==> src/rtl/luma_cb_pkg.sv <==
package luma_cb_pkg;
  parameter int PIX_W      = 8;
  parameter int CTR_W      = 6;
  parameter int BRT_W      = 8;
  parameter int BLACK_LVL  = 16;
  parameter int UNITY_LOG2 = 5;
endpackage

==> src/rtl/luma_cb_settings.sv <==
module luma_cb_settings
  import luma_cb_pkg::*;
#(
  parameter int C_W = CTR_W,
  parameter int B_W = BRT_W
) (
  input  logic           clk,
  input  logic           rst_n,
  input  logic           busy_i,
  input  logic [C_W-1:0] ctr_i,
  input  logic [B_W-1:0] brt_i,
  output logic [C_W-1:0] ctr_o,
  output logic [B_W-1:0] brt_o
);
  logic           load_en;
  logic [C_W-1:0] ctr_nxt;
  logic [B_W-1:0] brt_nxt;

  always_comb begin
    load_en = ~busy_i;
    ctr_nxt = ctr_o;
    brt_nxt = brt_o;
    if (load_en) begin
      ctr_nxt = ctr_i;
      brt_nxt = brt_i;
    end
  end

  always_ff @(posedge clk or negedge rst_n) begin
    if (!rst_n) begin
      ctr_o <= '0;
      brt_o <= '0;
    end else begin
      ctr_o <= ctr_nxt;
      brt_o <= brt_nxt;
    end
  end

  // occupied pipeline freezes the working settings
  p_settings_frozen_r9: assert property (@(posedge clk) disable iff (!rst_n)
    busy_i |=> ($stable(ctr_o) && $stable(brt_o)));
endmodule

==> src/rtl/luma_cb_offset.sv <==
module luma_cb_offset
  import luma_cb_pkg::*;
#(
  parameter int P_W   = PIX_W,
  parameter int BLACK = BLACK_LVL
) (
  input  logic                clk,
  input  logic                rst_n,
  input  logic                vld_i,
  input  logic [P_W-1:0]      pix_i,
  output logic                vld_o,
  output logic signed [P_W:0] dif_o
);
  localparam int D_W = P_W + 1;

  logic signed [D_W-1:0] dif_nxt;
  logic signed [D_W-1:0] dif_hold;

  always_comb begin
    dif_nxt  = $signed({1'b0, pix_i}) - $signed(D_W'(BLACK));
    dif_hold = vld_i ? dif_nxt : dif_o;
  end

  always_ff @(posedge clk or negedge rst_n) begin
    if (!rst_n) begin
      vld_o <= 1'b0;
      dif_o <= '0;
    end else begin
      vld_o <= vld_i;
      dif_o <= dif_hold;
    end
  end

  // the stored difference always lies within [-BLACK, max - BLACK]
  p_dif_range_r4: assert property (@(posedge clk) disable iff (!rst_n)
    vld_i |=> (dif_o >= -$signed(D_W'(BLACK))));
endmodule

==> src/rtl/luma_cb_gain.sv <==
module luma_cb_gain
  import luma_cb_pkg::*;
#(
  parameter int P_W   = PIX_W,
  parameter int C_W   = CTR_W,
  parameter int B_W   = BRT_W,
  parameter int SHIFT = UNITY_LOG2
) (
  input  logic                clk,
  input  logic                rst_n,
  input  logic                vld_i,
  input  logic signed [P_W:0] dif_i,
  input  logic [C_W-1:0]      ctr_i,
  input  logic [B_W-1:0]      brt_i,
  output logic                vld_o,
  output logic [P_W-1:0]      pix_o
);
  localparam int PROD_W  = P_W + C_W + 2;
  localparam int SUM_W   = PROD_W + 1;
  localparam int PIX_MAX = (1 << P_W) - 1;
  localparam int UNITY   = 1 << SHIFT;

  logic signed [C_W:0]      ctr_s;
  logic signed [B_W-1:0]    brt_s;
  logic signed [PROD_W-1:0] prod;
  logic signed [PROD_W-1:0] scaled;
  logic signed [SUM_W-1:0]  sum;
  logic [P_W-1:0]           clamped;
  logic [P_W-1:0]           pix_nxt;

  always_comb begin
    ctr_s  = $signed({1'b0, ctr_i});
    brt_s  = $signed(brt_i);
    prod   = PROD_W'(dif_i) * PROD_W'(ctr_s);
    scaled = prod >>> SHIFT;
    sum    = SUM_W'(scaled) + SUM_W'(brt_s);
    if (sum < 0)
      clamped = '0;
    else if (sum > $signed(SUM_W'(PIX_MAX)))
      clamped = P_W'(PIX_MAX);
    else
      clamped = sum[P_W-1:0];
    pix_nxt = vld_i ? clamped : pix_o;
  end

  always_ff @(posedge clk or negedge rst_n) begin
    if (!rst_n) begin
      vld_o <= 1'b0;
      pix_o <= '0;
    end else begin
      vld_o <= vld_i;
      pix_o <= pix_nxt;
    end
  end

  // idle stage keeps its output
  p_hold_idle_r10: assert property (@(posedge clk) disable iff (!rst_n)
    !vld_i |=> $stable(pix_o));

  // zero gain with negative brightness yields black
  p_clip_low_r7: assert property (@(posedge clk) disable iff (!rst_n)
    (vld_i && ctr_i == '0 && brt_i[B_W-1]) |=> (pix_o == '0));

  // unity gain, zero offset passes the difference through
  p_unity_pass_r3: assert property (@(posedge clk) disable iff (!rst_n)
    (vld_i && ctr_i == C_W'(UNITY) && brt_i == '0 && !dif_i[P_W])
      |=> (pix_o == $past(dif_i[P_W-1:0])));
endmodule

==> src/rtl/luma_cb_stage.sv <==
module luma_cb_stage
  import luma_cb_pkg::*;
#(
  parameter int P_W   = PIX_W,
  parameter int C_W   = CTR_W,
  parameter int B_W   = BRT_W,
  parameter int BLACK = BLACK_LVL,
  parameter int SHIFT = UNITY_LOG2
) (
  input  logic           clk,
  input  logic           rst_n,
  input  logic           pix_vld_i,
  input  logic [P_W-1:0] pix_i,
  input  logic [C_W-1:0] ctr_code_i,
  input  logic [B_W-1:0] brt_code_i,
  output logic           pix_vld_o,
  output logic [P_W-1:0] pix_o
);
  logic                vld_s1;
  logic signed [P_W:0] dif_s1;
  logic [C_W-1:0]      ctr_act;
  logic [B_W-1:0]      brt_act;
  logic                pipe_busy;

  always_comb pipe_busy = vld_s1 | pix_vld_o;

  luma_cb_settings #(.C_W(C_W), .B_W(B_W)) u_settings (
    .clk    (clk),
    .rst_n  (rst_n),
    .busy_i (pipe_busy),
    .ctr_i  (ctr_code_i),
    .brt_i  (brt_code_i),
    .ctr_o  (ctr_act),
    .brt_o  (brt_act)
  );

  luma_cb_offset #(.P_W(P_W), .BLACK(BLACK)) u_offset (
    .clk   (clk),
    .rst_n (rst_n),
    .vld_i (pix_vld_i),
    .pix_i (pix_i),
    .vld_o (vld_s1),
    .dif_o (dif_s1)
  );

  luma_cb_gain #(.P_W(P_W), .C_W(C_W), .B_W(B_W), .SHIFT(SHIFT)) u_gain (
    .clk   (clk),
    .rst_n (rst_n),
    .vld_i (vld_s1),
    .dif_i (dif_s1),
    .ctr_i (ctr_act),
    .brt_i (brt_act),
    .vld_o (pix_vld_o),
    .pix_o (pix_o)
  );

  // valid emerges two edges after it entered
  p_latency_on_r2: assert property (@(posedge clk) disable iff (!rst_n)
    pix_vld_i |=> ##1 pix_vld_o);
  p_latency_off_r2: assert property (@(posedge clk) disable iff (!rst_n)
    !pix_vld_i |=> ##1 !pix_vld_o);
endmodule

==> config.mk <==
export PLATFORM = sky130hd
export DESIGN_NAME = luma_cb_stage
export DESIGN_NICKNAME = d
export VERILOG_FILES = /design/src/rtl/luma_cb_pkg.sv /design/src/rtl/luma_cb_settings.sv /design/src/rtl/luma_cb_offset.sv /design/src/rtl/luma_cb_gain.sv /design/src/rtl/luma_cb_stage.sv
export SDC_FILE = /design/constraint.sdc
export NUM_CORES = 1
export LEC_CHECK = 0
export BUFFER_PORTS_ARGS = -buffer_cell sky130_fd_sc_hd__buf_4
export CAP_MARGIN = 15
export CORE_ASPECT_RATIO = 1.1
export CORE_MARGIN = 5
export CORE_UTILIZATION = 30
export DETAILED_ROUTE_END_ITERATION = 10
export HOLD_SLACK_MARGIN = 0.12
export PLACE_DENSITY_LB_ADDON = 0.08
export SYNTH_ARGS = -nofsm -noshare
export SYNTH_HDL_FRONTEND = slang
export SYNTH_SLANG_ARGS = --single-unit
==> constraint.sdc <==
create_clock -name clk -period 7.8 [get_ports clk]
set_input_delay 0 -clock clk [delete_from_list [all_inputs] [get_ports clk]]
set_output_delay 0 -clock clk [all_outputs]
set_load 0.05 [all_outputs]
==> Implementation_results.wiki <==
{| class="wikitable"
! Metric !! Value
|-
| Final number of max-transition violations || 0
|-
| CTS root buf || clkbuf_16
|-
| Largest fanout of any net on the critical path || 8
|-
| Share of layout cells above drive strength 1 || between 10% and 20%
|-
| Worst reg-to-reg path cell count || 21
|-
| Worst reg2reg endpoint || u_gain.pix_o[1]
|-
| Overall via count from detail_route || between 2000 and 3000
|-
| Number of global-route vias before repair || between 3000 and 4000
|-
| Most frequently used cell type in the post-synthesis netlist || inv_1
|-
| Worst relative slew slack || around three fifths
|-
| #FFs+latches synth || 33
|-
| Critical path arrival || roughly 6.3 ns
|-
| Post-synthesis sequential area ratio || 21.2%
|-
| Clock latency on the worst-skew pair || 0.29 ns
|-
| Setup repair after global routing missed its margin || false
|-
| Required time reported for the critical path endpoint || 7.94 ns
|-
| Row Count || 43
|-
| Crit-path slowest cell || fa_1
|-
| Final critical-path share of the clock period || between 70% and 80%
|-
| Wire per inst || approximately 14 um
|-
| Total Nets Final || between 500 and 600
|-
| Vert. Die Dim || ~130 um
|-
| Starting density of the core || 30.7%
|-
| HPWL after detailed placement || 7340 um
|-
| Hold WC Path Type || primary input to async pin
|-
| Setup fix buffers added after clock tree synthesis || 0
|-
| Most instantiated cells after synthesis || inv_1, ha_1, fa_1
|-
| I/O Pins || 34
|-
| Largest cells by area after synthesis || dfrtp_1, fa_1, ha_1, and2_1, inv_1
|-
| Family of cells with the greatest summed delay on the critical path || adder cells
|-
| Synth unique cells || 46
|-
| Antenna Cells || 0
|-
| Worst-case clock skew || around 0.0044 ns
|-
| Finish-stage setup viols || 0
|-
| Register-to-register path setup slack || 1.63 ns
|-
| Final critical path time including I/O delays and setup || just over 6 ns
|-
| Last weighted congestion value of the routability-driven placer || between 0.7 and 0.8
|-
| Worst-path clk slew || around 0.060 ns
|-
| H-tree Lvls || 2
|-
| Core outline area || roughly 0.013 mm2
|-
| Instance count of the mapped netlist || slightly above 400
|-
| Synth Warn # || 0
|-
| Maximum clock frequency || 162 MHz
|-
| Post-route DRC violation count || 0
|-
| Input/output buffers || 33
|-
| Vias per cell || between 4 and 5
|-
| Total CTS buffers || 5
|-
| Result of the run || finished, final reports clean
|-
| FF-to-FF Start || u_offset.dif_o[3]
|-
| Global-route usage over all layers || between 10% and 20%
|-
| Worst setup SP type || flop
|-
| Async set-or-reset flop fraction in the synthesized netlist || 100%
|-
| Post-Syn Area per Cell || 9.48 um2
|-
| # Max-Cap Violations || 0
|-
| Antenna violations before repair || 0
|-
| Delay contributed by the slowest stage of the critical path || about 0.53 ns
|-
| Area of the mapped netlist || 0.00389 mm2
|-
| Logic depth of the worst setup path including buffers || 21
|-
| Kind of critical path || flop to flop
|-
| Synth-to-layout area growth || 22.4%
|-
| Total Neg Setup Slack || 0 ns
|-
| Most frequent CP cell || fa_1
|-
| Top flip-flop cell by instance count after synthesis || dfrtp_1
|-
| Element type at the critical path end || flop
|-
| Detailed Route WL || 8960 um
|-
| Count of final hold-check violations || 0
|-
| Buffer and inverter count on the worst path || 2
|-
| Count of flip-flops with a built-in enable after synthesis || 0
|-
| Initial DRC Count || 79
|-
| Area of the die || ~0.015 mm2
|-
| Cell accounting for the most synthesized area || dfrtp_1
|-
| Number of cells upsized or downsized after cts || 0
|-
| Maximum number of pins on one net before global-route repair || 34
|-
| Num Clock Sinks || 33
|-
| Transition time at the pin with the least slew margin || between 0.5 and 0.6 ns
|-
| Proportion of netlist area held by the largest area contributor || between 20% and 30%
|-
| Critical path, cell by cell || and2_1, fa_1, inv_1, fa_1, inv_1, fa_1, fa_1, ha_1, a21oi_1, o21ai_0, nand2_1, nand3_2, a31oi_1, xnor2_1, ha_1, a21o_1, a211o_1, a31oi_1, and2_1, a2bb2oi_2, a41oi_1
|-
| First-pass GRT wire length || ~15000 um
|-
| Die outline width || approximately 120 um
|-
| GR Overflow Total || 0
|-
| CTS tree || done
|-
| Drt pass-1 iters || 4
|-
| Number of nets produced by synthesis || around 520
|-
| Antenna Nets Post-Route || 0
|-
| Clock tree buffer depth || 2
|}
==> cell type report <==
type                       instances  area, um2
inverter                          61        229
fill                            1312       7930
timing repair buffer              64        556
multi-input combinational        312       2820
tap                              157        196
clock buffer                       5        125
sequential                        33        826
clock inverter                     3       17.5
==> cell families after synthesis <==
family / synth area share, %
adders and majority gates: 33.9
DFF: 21.2
and+or+nand+nor: 17.9
muxes: 4.91
xor gates and xnor gates: 4.72
buffers and inverters: 6.42
AOI/OAI and AO/OA: 11.0
==> state kept, by name (all words and copies together), names as in the netlist <==
register,cells
u_settings.ctr_o,6
u_gain.pix_o,8
u_gain.vld_o,1
u_offset.dif_o,9
u_settings.brt_o,8
u_offset.vld_o,1
==> stage by stage <==
| step | hold WS, ns | cell area [um2] | std cells | util [%] | worst slack (ns) |
|---|---|---|---|---|---|
| global route | 0.258 | 4770 | 635 | 37.6 | 1.28 |
| floorplan | -0.296 | 3890 | 411 | - | 2.14 |
| global placement | 0.000517 | 4330 | 597 | 34.1 | 1.55 |
| finish | 0.211 | 4770 | 635 | 37.6 | 1.63 |
| detailed placement | -0.00413 | 4330 | 597 | 34.1 | 1.59 |
| CTS | 0.229 | 4770 | 635 | 37.6 | 1.57 |
==> worst max-delay path by stage <==
| stage | end | from |
|---|---|---|
| 4_1_cts | u_gain.pix_o[1] | u_offset.dif_o[3] |
| 2_1_floorplan | u_gain.pix_o[1] | u_settings.ctr_o[3] |
| 6_report | u_gain.pix_o[1] | u_offset.dif_o[3] |
| 3_5_place_dp | u_gain.pix_o[1] | u_offset.dif_o[3] |
| 3_3_place_gp | u_gain.pix_o[1] | u_offset.dif_o[3] |
| 5_1_grt | u_gain.pix_o[6] | u_offset.dif_o[3] |
==> placed cells by master, fill, tap and decap left out, types with 3 or more instances in the layout <==
cell and instances:
buf_4 34, xor2_1 4, ha_1 43, and2_2 5, dfrtp_1 33, o21ai_0 7, a21o_1 6, xnor2_1 17
nand2b_1 4, inv_1 60, o211ai_1 3, fa_1 39, nand2_1 24, mux2_2 17, a211o_1 3, nor2b_1 10
and2_1 38, clkbuf_16 5, a32oi_1 4, a31oi_1 7, a21oi_1 24, nand3_1 4, dlygate4sd3_1 30, nor3_1 5
nor2_1 24
==> worst reg2reg max path: stages, from the launching register on <==
cell and delay [ns]:
dfrtp_1 0.46, and2_1 0.22, fa_1 0.53, inv_1 0.05
fa_1 0.47, inv_1 0.05, fa_1 0.50, fa_1 0.49
ha_1 0.40, a21oi_1 0.09, o21ai_0 0.45, nand2_1 0.19
nand3_2 0.11, a31oi_1 0.09, xnor2_1 0.22, ha_1 0.27
a21o_1 0.22, a211o_1 0.30, a31oi_1 0.22, and2_1 0.20
a2bb2oi_2 0.34, a41oi_1 0.16
==> timing repair <==
| action | 4_1_cts | 5_1_grt |
|---|---|---|
| endpoints found under the hold margin | 57 | 0 |
| setup endpoints to repair | 0 | 0 |
| hold buffers | 30 | 0 |
==> layer usage <==
metal	GRT usage (%)	vias up	part of all wire (%)
met5	0	-	0
met4	3.68	0	1.3
met3	2.27	10	2.8
met2	22.7	32	50
met1	15.3	1396	46
li1	-	1493	-
Power is not shown: default switching activity piles up to over one toggle a cycle in this logic, so the estimate is an artifact.
